## config.mk

```make
export PLATFORM = sky130hd
export DESIGN_NAME = rfm_stamp_table
export DESIGN_NICKNAME = d
export VERILOG_FILES = /design/src/rtl/rfm_stamp_table.sv
export SDC_FILE = /design/constraint.sdc
export NUM_CORES = 1
export LEC_CHECK = 0
export BUFFER_PORTS_ARGS = -buffer_cell sky130_fd_sc_hd__buf_2
export CORE_UTILIZATION = 53
export CTS_CLUSTER_DIAMETER = 40
export CTS_CLUSTER_SIZE = 24
export DETAILED_ROUTE_END_ITERATION = 6
export PLACE_DENSITY = 0.82
export SYNTH_ARGS = -nofsm -noshare
export SYNTH_HDL_FRONTEND = slang
export SYNTH_SLANG_ARGS = --single-unit
```

## constraint.sdc

```tcl
create_clock -name clk -period 5.95 [get_ports clk]
set_input_delay 0.8925 -clock clk [delete_from_list [all_inputs] [get_ports clk]]
set_output_delay 0.8925 -clock clk [all_outputs]
set_load 0.02 [all_outputs]
```

## src/rtl/rfm_stamp_table.sv

```systemverilog
module rfm_stamp_table #(
    parameter int N  = 2,
    parameter int IW = 1,
    parameter int TW = 20
) (
    input  logic          clk,
    input  logic          rst,
    input  logic          wr_en,
    input  logic [IW-1:0] wr_idx,
    input  logic [TW-1:0] wr_time,
    input  logic [IW-1:0] rd_idx,
    output logic          rd_seen,
    output logic [TW-1:0] rd_time
);

    logic [TW-1:0] stamp [N];
    logic [N-1:0]  seen;

    always_ff @(posedge clk) begin
        if (rst) begin
            seen <= '0;
        end else if (wr_en) begin
            seen[wr_idx]  <= 1'b1;
            stamp[wr_idx] <= wr_time;
        end
    end

    assign rd_seen = seen[rd_idx];
    assign rd_time = stamp[rd_idx];

    // reset empties every entry
    p_reset_empty_r1: assert property (@(posedge clk) rst |=> (seen == '0));

    // a write is visible from the following cycle and replaces the old stamp
    p_write_visible_r9: assert property (@(posedge clk) disable iff (rst)
        wr_en |=> (seen[$past(wr_idx)] && stamp[$past(wr_idx)] == $past(wr_time)));

endmodule

```

=== Word level (Yosys, flattened, before mapping) ===
Memory sizes are Yosys's and may differ from the RTL's.
Cells that the tools add are included.

* Bitwise gates (word level): 1
* Multiplexer cells: 7
* $lt $le $gt $ge: 3
* Reductions and logical operators: 1

{| class="wikitable"
|+ Operators with widths
! operator !! number
|-
| $mux 1 || 6
|-
| $lt 1x2->1 const B || 2
|-
| $or 2x2->2 || 1
|-
| $demux 1 s1 || 1
|-
| $ge 1x1->1 const B || 1
|-
| $logic_and 1x1->1 || 1
|}

* Memories kept: 1
* Logic and storage cells: 14
* Input port bits: 25
* Output and inout bits: 21
* Flip-flop bits (word level): 2
* RAM bits: 40

{| class="wikitable"
|+ Memories
! memory !! words !! bits a word !! read ports !! clocked after memory_dff !! wr ports !! RTL line !! text
|-
| stamp || 2 || 20 || 1 || 0 || 1 || 16 || <nowiki>logic [TW-1:0] stamp [N];</nowiki>
|}

=== Longest topological paths before layout ===
Gate-level depths: netlist (run 1).

* Word-level depth: 5
* Depth in mapped cells: 3
* Gate-level depth less buffers: 2

=== Worst setup path before layout (run 1) ===
Ideal clock, no wire load.

* Path kind: input port to flip-flop
* Start point: in wr_idx
* End point: mem stamp[0][0], enable pin
* Arrival: 2.433 ns
* Cell stages on the path: 1
* Required time: 5.523 ns
* Buffers on the path: 0
* Slack: 3.090 ns
* Setup time: 0.427 ns
* Cell sequence: nor3b_1

{| class="wikitable"
|+ RTL lines
! element !! RTL line !! text
|-
| start, declared || 9 || <nowiki>input logic [IW-1:0] wr_idx,</nowiki>
|-
| end, declared || 16 ||
|}

No word-level cell before the write port.

=== Final worst setup path (run 1) ===
* Start point: in rd_idx
* End point: out rd_time[11]

* Word-level cells in the longest chain between the ends: 1

{| class="wikitable"
|+ RTL lines
! element !! RTL line !! text
|-
| start, declared || 11 || <nowiki>input logic [IW-1:0] rd_idx,</nowiki>
|-
| $mem_v2 2x20 || -- ||
|-
| end, declared || 13 || <nowiki>output logic [TW-1:0] rd_time</nowiki>
|}

Every way passes these cells.

==> out/qor.txt, run 1 <==
Syn Inst Count = 73
data required time of the worst path = 5060 ps
yosys warns = 0
IO Pins = 46
Core Footprint = 2760 um^2
clock buffer count from CTS = 5
Slew Viols, Final = 0
Avg Vias per Cell = 5.23
TritonRoute pass-1 iters = 6
layout cells sized above 1 = 59.2%
Post-CTS Hold Buffers = 0
most numerous cell on the critical path = buf_2
gr ovfl total = 0
synthesized area = 1540 um^2
slowest stage cell, crit path = buf_2
Worst slew margin = 37.5%
total clock sinks = 42
syn_nets = 98
Placer Congestion = 0.605
first-pass GRT wire length = 3420 um
Crit. End Element = primary output
Worst-Skew Late Latency = 340 ps
r2r startpoint = seen[1]$_SDFFE_PP0P_
total global-route track usage = 15.5%
Synth cell types = 12
Buf/Inv on CP = 2
synthesis-to-finish area growth = 20.4%
initial core utilization = 55.8%
# diodes = 0
worst-margin pin slew = 937 ps
nets = 149
largest net degree at the start of global routing = 23
WL/cell = 14.8 um
non-filler cells, final = 156
initial DRC count = 19
# DRC = 2
Die W = 55.9 um
failing checks = DRC
average size of a mapped cell = 21.1 um^2
routed vias = 816
Power Density = 290 nW/um^2
PortBufs = 45
max-cap check violation count = 0
Yosys reg bits = 42
crit-path max cell delay = 410 ps
cell type with the largest total area after synthesis = edfxtp_1
Hold WS = 472 ps
final period utilization = 46.4%
Die ar. = 3120 um^2
P_leak = 0.703 nW
Min Clock Period, post-route = 2760 ps
sequential share of the synthesized area = 80.7%
clk slew on worst S/H paths = 120 ps
H-tree levels = 2
Die Y = 55.9 um
Peak VDD IR = 0.210 mV
clock skew = 0 ps
synth top area cells = edfxtp_1, mux2_2, dfxtp_1, buf_6, a21oi_1
crit start category = input pin
CP Class = input pin to primary output
fill cell count = 198
setup_tns = 0 ps
Post-Place Cells = 148
Resize count post-CTS = 0
Root Buffer = clkbuf_4
number of global-route vias before repair = 808
WL final = 2310 um
worst path cell trace = buf_2 > mux2_2 > buf_2
Clock Path Buffers = 2
dpl hpwl = 1480 um
Synth top area share = 78.1%
CTS tree = yes
delay-heaviest family, CP = buffers and inverters
Hold Crit Class = register to register
RSZ-0062 raised after global routing = no
Worst setup startpoint = rd_idx
initial antenna violation count = 0
hold_sp = seen[0]$_SDFFE_PP0P_
hold violation total from the final report = 0
maximum clock rate = 362 MHz
CP Max Fanout = 22
row cnt = 19
postcts setup bufs = 0
run status = finished, violations left
DRT antenna net count = 0
Final Setup Violations = 0
critical path arrival = 1870 ps
layer usage:
metal	track usage, %	vias to the layer above	wire (um)	share of wire, %
li1	-	388	-	-
met1	17.4	385	938	41
met2	26.0	40	1170	50
met3	6.05	3	178	7.7
met4	7.32	0	26	1.1
met5	0	-	0	0
final cells by class:
cell class	instances	area (um^2)	share of cell area, %
clock buffers	7	55.1	2.97
well taps	31	38.8	2.09
flip-flops and latches	42	1240	67.0
repair buffers	46	233	12.6
inverters	1	3.75	0.203
multi-input cells	28	275	14.9
clock inverters	1	5.00	0.270
kinds of logic after synthesis:
| family | synth area share, % |
|---|---|
| AND/OR/NAND/NOR | 1.95 |
| flip-flops | 80.7 |
| buffers and inverters | 1.71 |
| multiplexers | 14.6 |
| AO/OA/AOI/OAI | 0.976 |
cells in the mapped netlist:
cell      number
mux2_2        20
o21ai_0        1
nor2_1         1
nor3b_1        1
dfxtp_1        2
a21oi_1        2
nand2b_1       1
and3b_1        1
inv_1          1
buf_6          2
nand2_1        1
edfxtp_1      40
metrics by stage:
stage / area [um^2] / power, mW / worst slack (ps) / util (%)
floorplan: 1540 / 0.381 / 3090 / -
global placement: 1790 / 0.401 / 3200 / 65.0
detailed placement: 1790 / 0.403 / 3180 / 65.0
CTS: 1850 / 0.542 / 3180 / 67.2
global route: 1850 / 0.555 / 3150 / 67.2
finish: 1850 / 0.537 / 3190 / 67.2
layout by cell type, fill, tap and decap left out:
cell type	instances
a21oi_1	2
and3b_1	1
buf_2	45
buf_4	1
clkbuf_1	1
clkbuf_4	5
clkbuf_8	1
clkinv_2	1
dfxtp_1	2
edfxtp_1	40
inv_1	1
mux2_2	20
nand2_1	1
nand2b_1	1
nor2_1	1
nor3b_2	1
o21ai_0	1
worst paths after layout:
kind	endpoint	slack, ps	cells past startpoint
max reg2reg	seen[1]$_SDFFE_PP0P_	5380	2
max	rd_time[11]	3190	3
min reg2reg	seen[0]$_SDFFE_PP0P_	470	2
min	seen[0]$_SDFFE_PP0P_	470	2
power by group:
group          switching (mW)  internal, mW  total (mW)
registers             0.00317         0.339       0.342
logic                  0.0310        0.0228      0.0538
clock network          0.0841        0.0574       0.141
registers in the layout (all words and copies together), names as in the netlist:
register,cells
seen,2
stamp,40
tightest hold or removal path: stages (launching register included):
cell and delay, ps:
dfxtp_1 330, inv_1 60, a21oi_1 60
No activity file was read; power rests on OpenSTA's default activity.
==> run 2: changes to the inputs <==
--- a/config.mk
+++ b/config.mk
@@ -6,11 +6,11 @@
 export NUM_CORES = 1
 export LEC_CHECK = 0
 export BUFFER_PORTS_ARGS = -buffer_cell sky130_fd_sc_hd__buf_2
-export CORE_UTILIZATION = 53
+export CORE_UTILIZATION = 45
 export CTS_CLUSTER_DIAMETER = 40
 export CTS_CLUSTER_SIZE = 24
 export DETAILED_ROUTE_END_ITERATION = 6
-export PLACE_DENSITY = 0.82
+export PLACE_DENSITY = 0.74
 export SYNTH_ARGS = -nofsm -noshare
 export SYNTH_HDL_FRONTEND = slang
 export SYNTH_SLANG_ARGS = --single-unit
==> constraint.sdc (replaced) <==
create_clock -name clk -period 2.4 [get_ports clk]
set_input_delay 0.36 -clock clk [delete_from_list [all_inputs] [get_ports clk]]
set_output_delay 0.36 -clock clk [all_outputs]
set_load 0.02 [all_outputs]
==> out/qor.txt, run 2 (synthesis gave the netlist of run 1 again) <==
layout cells sized above 1 = 60.6% (was 59.2%)
routed vias = 841 (was 816)
RSZ-0062 raised after global routing = no (unchanged)
P_sw = 294 uW (was 118 uW)
max-cap check violation count = 0 (unchanged)
Power Density = 799 nW/um^2 (was 290 nW/um^2)
CP Max Fanout = 22 (unchanged)
data required time of the worst path = 2040 ps (was 5060 ps)
Combinational Power Share = 8.8% (was 10.0%)
WL final = 2300 um (was 2310 um)
number of global-route vias before repair = 828 (was 808)
Total Power = 1.55 mW (was 537 uW)
Clock Path Buffers = 2 (unchanged)
Multi-input gate area = 275 um^2 (unchanged)
Cell Int Power = 1.25 mW (was 419 uW)
hold violation total from the final report = 0 (unchanged)
Core Footprint = 3150 um^2 (was 2760 um^2)
IO Pins = 46 (unchanged)
worst-margin pin slew = 480 ps (was 937 ps)
sequential power share = 54.8% (was 63.7%)
WL/cell = 13.5 um (was 14.8 um)
Die ar. = 3650 um^2 (was 3120 um^2)
busiest grt layer = met2 (unchanged)
largest registers = stamp x40, seen x2 (unchanged)
DRT antenna net count = 0 (unchanged)
Peak VDD IR = 0.507 mV (was 0.210 mV)
first-pass GRT wire length = 3590 um (was 3420 um)
Resize count post-CTS = 0 (unchanged)
clk slew on worst S/H paths = 110 ps (was 120 ps)
setup_tns = 0 ps (unchanged)
dpl hpwl = 1590 um (was 1480 um)
Crit. End Element = primary output (unchanged)
Largest register FFs = 40 (unchanged)
Die W = 60.5 um (was 55.9 um)
synthesis-to-finish area growth = 25.8% (was 20.4%)
Placer Congestion = 0.633 (was 0.605)
PortBufs = 45 (unchanged)
design area = 1930 um^2 (was 1850 um^2)
total global-route track usage = 14.3% (was 15.5%)
GR Util met1 = 18.1% (was 17.4%)
gr ovfl total = 0 (unchanged)
dpl cell area = 1820 um^2 (was 1790 um^2)
total clock sinks = 42 (unchanged)
met2 Resource Use GR = 20.4% (was 26.0%)
critical path arrival = 1320 ps (was 1870 ps)
clock buffer count from CTS = 5 (unchanged)
crit start category = input pin (unchanged)
CP Class = input pin to primary output (unchanged)
row cnt = 20 (was 19)
# diodes = 0 (unchanged)
Avg Vias per Cell = 4.92 (was 5.23)
sw frac = 19.0% (was 22.0%)
initial core utilization = 48.8% (was 55.8%)
postcts setup bufs = 0 (unchanged)
initial DRC count = 17 (was 19)
Biggest register = stamp (unchanged)
final period utilization = 70.1%
most common cell after layout, fill and taps aside = buf_2 (unchanged)
TritonRoute pass-1 iters = 4 (was 6)
P_leak = 0.737 nW (was 0.703 nW)
Post-CTS Hold Buffers = 0 (unchanged)
Min Clock Period, post-route = 1680 ps
# DRC = 0 (was 2)
H-tree levels = 2 (unchanged)
largest net degree at the start of global routing = 23 (unchanged)
Slew Viols, Final = 0 (unchanged)
CTS tree = yes (unchanged)
commonest non-fill, non-tap cells in the layout = buf_2, edfxtp_1, mux2_2 (unchanged)
Root Buffer = clkbuf_4 (unchanged)
Worst slew margin = 68.0% (was 37.5%)
Hold Crit Class = input pin to register (was register to register)
initial antenna violation count = 0 (unchanged)
Final Setup Violations = 0 (unchanged)
maximum clock rate = 594 MHz
Final Core Density = 61.3% (was 67.2%)
Die Y = 60.5 um (was 55.9 um)
nets = 151 (was 149)
run status = finished clean (was finished, violations left)
Storage cell area = 1240 um^2 (unchanged)
clock skew = 0 ps (unchanged)
GR Layer Usage met3 = 7.89% (was 6.05%)
Hold WS = 194 ps (was 472 ps)
Clock power frac = 36.4% (was 26.3%)
Worst-Skew Late Latency = 340 ps (about the same)
fill cell count = 268 (was 198)
==> run 2: changes by cell type in the layout (fill, tap and decap cells not counted), sizes merged <==
cell and change:
buf +2, bufinv +2, clkbuf -1, clkinv -1
==> run 2: final cells by class <==
type                            instances  area share (%)
Clock inverter                          2            3.10
Multi-Input combinational cell         28            14.2
Tap cell                               44            2.85
Inverter                                1           0.194
Sequential cell                        42            64.2
Clock buffer                            6            2.65
Timing Repair Buffer                   48            12.8
==> run 2: worst paths after layout <==
kind	depth (start not counted)	end	startpoint	slack, ps
worst max-delay path	3	rd_time[19]	rd_idx	720
worst min-delay path	1	stamp[1][4]$_DFFE_PP_	wr_time[4]	190
worst max register to register	2	seen[1]$_SDFFE_PP0P_	seen[1]$_SDFFE_PP0P_	1800
worst min register to register	2	seen[0]$_SDFFE_PP0P_	seen[0]$_SDFFE_PP0P_	470
==> run 2: power groups by stage <==
stage / sequential, mW / clock, mW / combinational [mW]
after floorplan: 0.862 / 0 / 0.0818
after global placement: 0.863 / 0 / 0.135
after detailed placement: 0.865 / 0 / 0.137
after CTS: 0.848 / 0.579 / 0.138
after global routing: 0.852 / 0.603 / 0.147
final: 0.847 / 0.562 / 0.136
==> run 2: through the flow <==
| step | instances | setup slack (ps) |
|---|---|---|
| global placement | 163 | 710 |
| global route | 171 | 664 |
| CTS | 171 | 708 |
| finish | 171 | 716 |
| floorplan | 73 | 72.4 |
| detailed placement | 163 | 713 |
==> run 2: routing by layer <==
metal,routed length (um),vias to the layer above
met5,0,-
met2,1020,40
met3,217,3
met4,27,0
li1,-,393
met1,1030,405
==> run 2: worst max-delay path, stage by stage <==
cell    delay, ps
buf_2         390
mux2_2        400
buf_2         160
==> run 3: changes to the inputs <==
--- a/config.mk
+++ b/config.mk
@@ -5,12 +5,13 @@
 export SDC_FILE = /design/constraint.sdc
 export NUM_CORES = 1
 export LEC_CHECK = 0
+export ABC_AREA = 1
 export BUFFER_PORTS_ARGS = -buffer_cell sky130_fd_sc_hd__buf_2
-export CORE_UTILIZATION = 45
+export CORE_UTILIZATION = 50
 export CTS_CLUSTER_DIAMETER = 40
 export CTS_CLUSTER_SIZE = 24
 export DETAILED_ROUTE_END_ITERATION = 6
-export PLACE_DENSITY = 0.74
+export PLACE_DENSITY = 0.78
 export SYNTH_ARGS = -nofsm -noshare
 export SYNTH_HDL_FRONTEND = slang
 export SYNTH_SLANG_ARGS = --single-unit
==> constraint.sdc (replaced) <==
create_clock -name clk -period 1.7 [get_ports clk]
set_input_delay 0.255 -clock clk [delete_from_list [all_inputs] [get_ports clk]]
set_output_delay 0.255 -clock clk [all_outputs]
set_load 0.02 [all_outputs]
==> out/qor.txt, run 3 <==
Adder-Cell Fraction of Synth Area = 0% (unchanged)
P_sw = 417 uW (was 294 uW)
Synth Area in Compound Gates = 6.71% (was 0.976%)
sw frac = 22.8% (was 19.0%)
Placer Congestion = 0.642 (was 0.633)
slowest stage cell, crit path = edfxtp_1 (was mux2_2)
row cnt = 19 (was 20)
hold violation total from the final report = 0 (unchanged)
Combinational Power Share = 10.4% (was 8.8%)
busiest grt layer = met2 (unchanged)
setup_tns = 0 ps (unchanged)
Biggest register = stamp (unchanged)
initial DRC count = 25 (was 17)
fill cell count = 230 (was 268)
Die Y = 58.0 um (was 60.5 um)
nets = 195 (was 151)
Worst slew margin = 78.3% (was 68.0%)
TritonRoute pass-1 iters = 6 (was 4)
PortBufs = 45 (unchanged)
critical path arrival = 1090 ps (was 1320 ps)
clk slew on worst S/H paths = 110 ps (about the same)
dpl cell area = 1840 um^2 (was 1820 um^2)
worst-margin pin slew = 326 ps (was 480 ps)
Post-synth top flop = edfxtp_1 (unchanged)
Min Clock Period, post-route = 1340 ps
most common cell in the synthesized netlist = edfxtp_1 (unchanged)
largest net degree at the start of global routing = 23 (unchanged)
H-tree levels = 2 (unchanged)
Die ar. = 3360 um^2 (was 3650 um^2)
Power Density = 965 nW/um^2 (was 799 nW/um^2)
delay-heaviest family, CP = flip-flops (was buffers and inverters)
CTS tree = yes (unchanged)
total global-route track usage = 17.6% (was 14.3%)
final period utilization = 79.1%
Storage cell area = 1240 um^2 (unchanged)
Core Footprint = 2850 um^2 (was 3150 um^2)
Post-CTS Hold Buffers = 0 (unchanged)
yosys warns = 0 (unchanged)
average size of a mapped cell = 13.2 um^2 (was 21.1 um^2)
Largest register FFs = 40 (unchanged)
# diodes = 0 (unchanged)
RSZ-0062 raised after global routing = no (unchanged)
GR Util met1 = 20.2% (was 18.1%)
max-cap check violation count = 0 (unchanged)
initial core utilization = 54.9% (was 48.8%)
Final Setup Violations = 0 (unchanged)
run status = finished, violations left (was finished clean)
mux contribution to synthesized area = 0% (was 14.6%)
Multi-input gate area = 209 um^2 (was 275 um^2)
synthesis-to-finish area growth = 20.8% (was 25.8%)
P_leak = 0.844 nW (was 0.737 nW)
design area = 1890 um^2 (was 1930 um^2)
postcts setup bufs = 0 (unchanged)
syn_nets = 144 (was 98)
CP Class = register to primary output (was input pin to primary output)
Slew Viols, Final = 0 (unchanged)
Synth top cells by count = edfxtp_1, inv_1, nand2_1, o21ai_0 (was edfxtp_1, mux2_2, a21oi_1, buf_6, dfxtp_1)
cell type with the largest total area after synthesis = edfxtp_1 (unchanged)
WL final = 2530 um (was 2300 um)
crit-path max cell delay = 340 ps (was 400 ps)
Post-synth EDFFs = 40 (unchanged)
crit start category = register (was input pin)
synthesized area = 1570 um^2 (was 1540 um^2)
worst path cell trace = inv_1 > o21ai_0 > buf_2 (was buf_2 > mux2_2 > buf_2)
Buf/Inv on CP = 2 (unchanged)
Cell Int Power = 1.41 mW (was 1.25 mW)
Yosys reg bits = 42 (unchanged)
routed vias = 959 (was 841)
total clock sinks = 42 (unchanged)
# DRC = 1 (was 0)
DRT antenna net count = 0 (unchanged)
clock buffer count from CTS = 5 (unchanged)
sequential share of the synthesized area = 79.2% (was 80.7%)
most common cell after layout, fill and taps aside = buf_2 (unchanged)
Hold Crit Class = input pin to register (unchanged)
dpl hpwl = 1840 um (was 1590 um)
Synth Area in Simple Gates = 6.63% (was 1.95%)
CP Max Fanout = 1 (was 22)
Die W = 58.0 um (was 60.5 um)
Worst-Skew Late Latency = 320 ps (was 340 ps)
first-pass GRT wire length = 4160 um (was 3590 um)
Root Buffer = clkbuf_4 (unchanged)
clock skew = 0 ps (unchanged)
Clock Path Buffers = 2 (unchanged)
main combinational cell family by area after synthesis = buffers and inverters (was multiplexers)
maximum clock rate = 744 MHz
gr ovfl total = 0 (unchanged)
Resize count post-CTS = 0 (unchanged)
commonest non-fill, non-tap cells in the layout = buf_2, edfxtp_1, inv_1, nand2_1, o21ai_0 (was buf_2, edfxtp_1, mux2_2)
WL/cell = 12.5 um (was 13.5 um)
Crit. End Element = primary output (unchanged)
sequential power share = 65.7% (was 54.8%)
layout cells sized above 1 = 31.6% (was 60.6%)
data required time of the worst path = 1440 ps (was 2040 ps)
Synth top area share = 76.7% (was 78.1%)
Synth cell types = 10 (was 12)
largest registers = stamp x40, seen x2 (unchanged)
Synth Area in XOR/XNOR = 0% (unchanged)
GR Layer Usage met3 = 5.13% (was 7.89%)
Avg Vias per Cell = 4.75 (was 4.92)
number of global-route vias before repair = 936 (was 828)
Clock power frac = 23.9% (was 36.4%)
Syn Inst Count = 119 (was 73)
Peak VDD IR = 0.575 mV (was 0.507 mV)
failing checks = DRC
initial antenna violation count = 0 (unchanged)
Async S/R FF share, synth = 0% (unchanged)
met2 Resource Use GR = 29.7% (was 20.4%)
IO Pins = 46 (unchanged)
synth top area cells = edfxtp_1, o21ai_0, inv_1, nand2_1, dfxtp_1 (was edfxtp_1, mux2_2, dfxtp_1, buf_6, a21oi_1)
==> run 3: layout make-up <==
class	instances	share of cell area, %
Timing Repair Buffer	48	13.7
Inverter	25	4.96
Tap cell	31	2.05
Clock buffer	6	2.18
Sequential cell	42	65.6
Multi-Input combinational cell	48	11.0
Clock inverter	2	0.463
==> run 3: metrics by stage <==
stage	power [mW]	hold WS, ps	util [%]	setup slack [ps]	instances
finish	1.83	108	66.4	355	202
global placement	1.41	444	64.6	377	194
global route	1.90	83.1	66.4	271	202
detailed placement	1.42	448	64.6	357	194
CTS	1.85	90.8	66.4	337	202
floorplan	1.33	354	-	482	119
==> run 3: per-layer routing <==
metal	wire length, um	share of wire, %
met1	1060	42
met2	1330	53
met3	97	3.8
met4	48	1.9
met5	0	0
==> run 3: cell families (layout without fill, tap and decap cells) <==
group	after synthesis	count (layout)
flops	42	42
compound gates	21	21
simple gates	27	27
buf+inv	29	81
==> run 3: worst paths after layout <==
path | startpoint | to | slack [ps] | depth (start not counted)
worst max-delay path | stamp[0][13]$_DFFE_PP_ | rd_time[13] | 360 | 3
worst min-delay path | wr_time[3] | stamp[0][3]$_DFFE_PP_ | 110 | 1
worst max register to register | seen[1]$_SDFFE_PP0P_ | seen[1]$_SDFFE_PP0P_ | 1140 | 2
worst min register to register | seen[0]$_SDFFE_PP0P_ | seen[0]$_SDFFE_PP0P_ | 470 | 2
==> run 3: power groups by stage <==
stage                     Clock (mW)  Sequential (mW)  Combinational (mW)
after floorplan                    0             1.22               0.106
after global placement             0             1.22               0.186
after detailed placement           0             1.23               0.193
after CTS                      0.452             1.20               0.193
after global routing           0.488             1.21               0.210
final                          0.436             1.20               0.190
==> run 3: worst reg2reg max path: cells and delay by family (launching register included) <==
| kind | cells | cell delay (ps) |
|---|---|---|
| flops | 1 | 350 |
| simple gates | 2 | 120 |
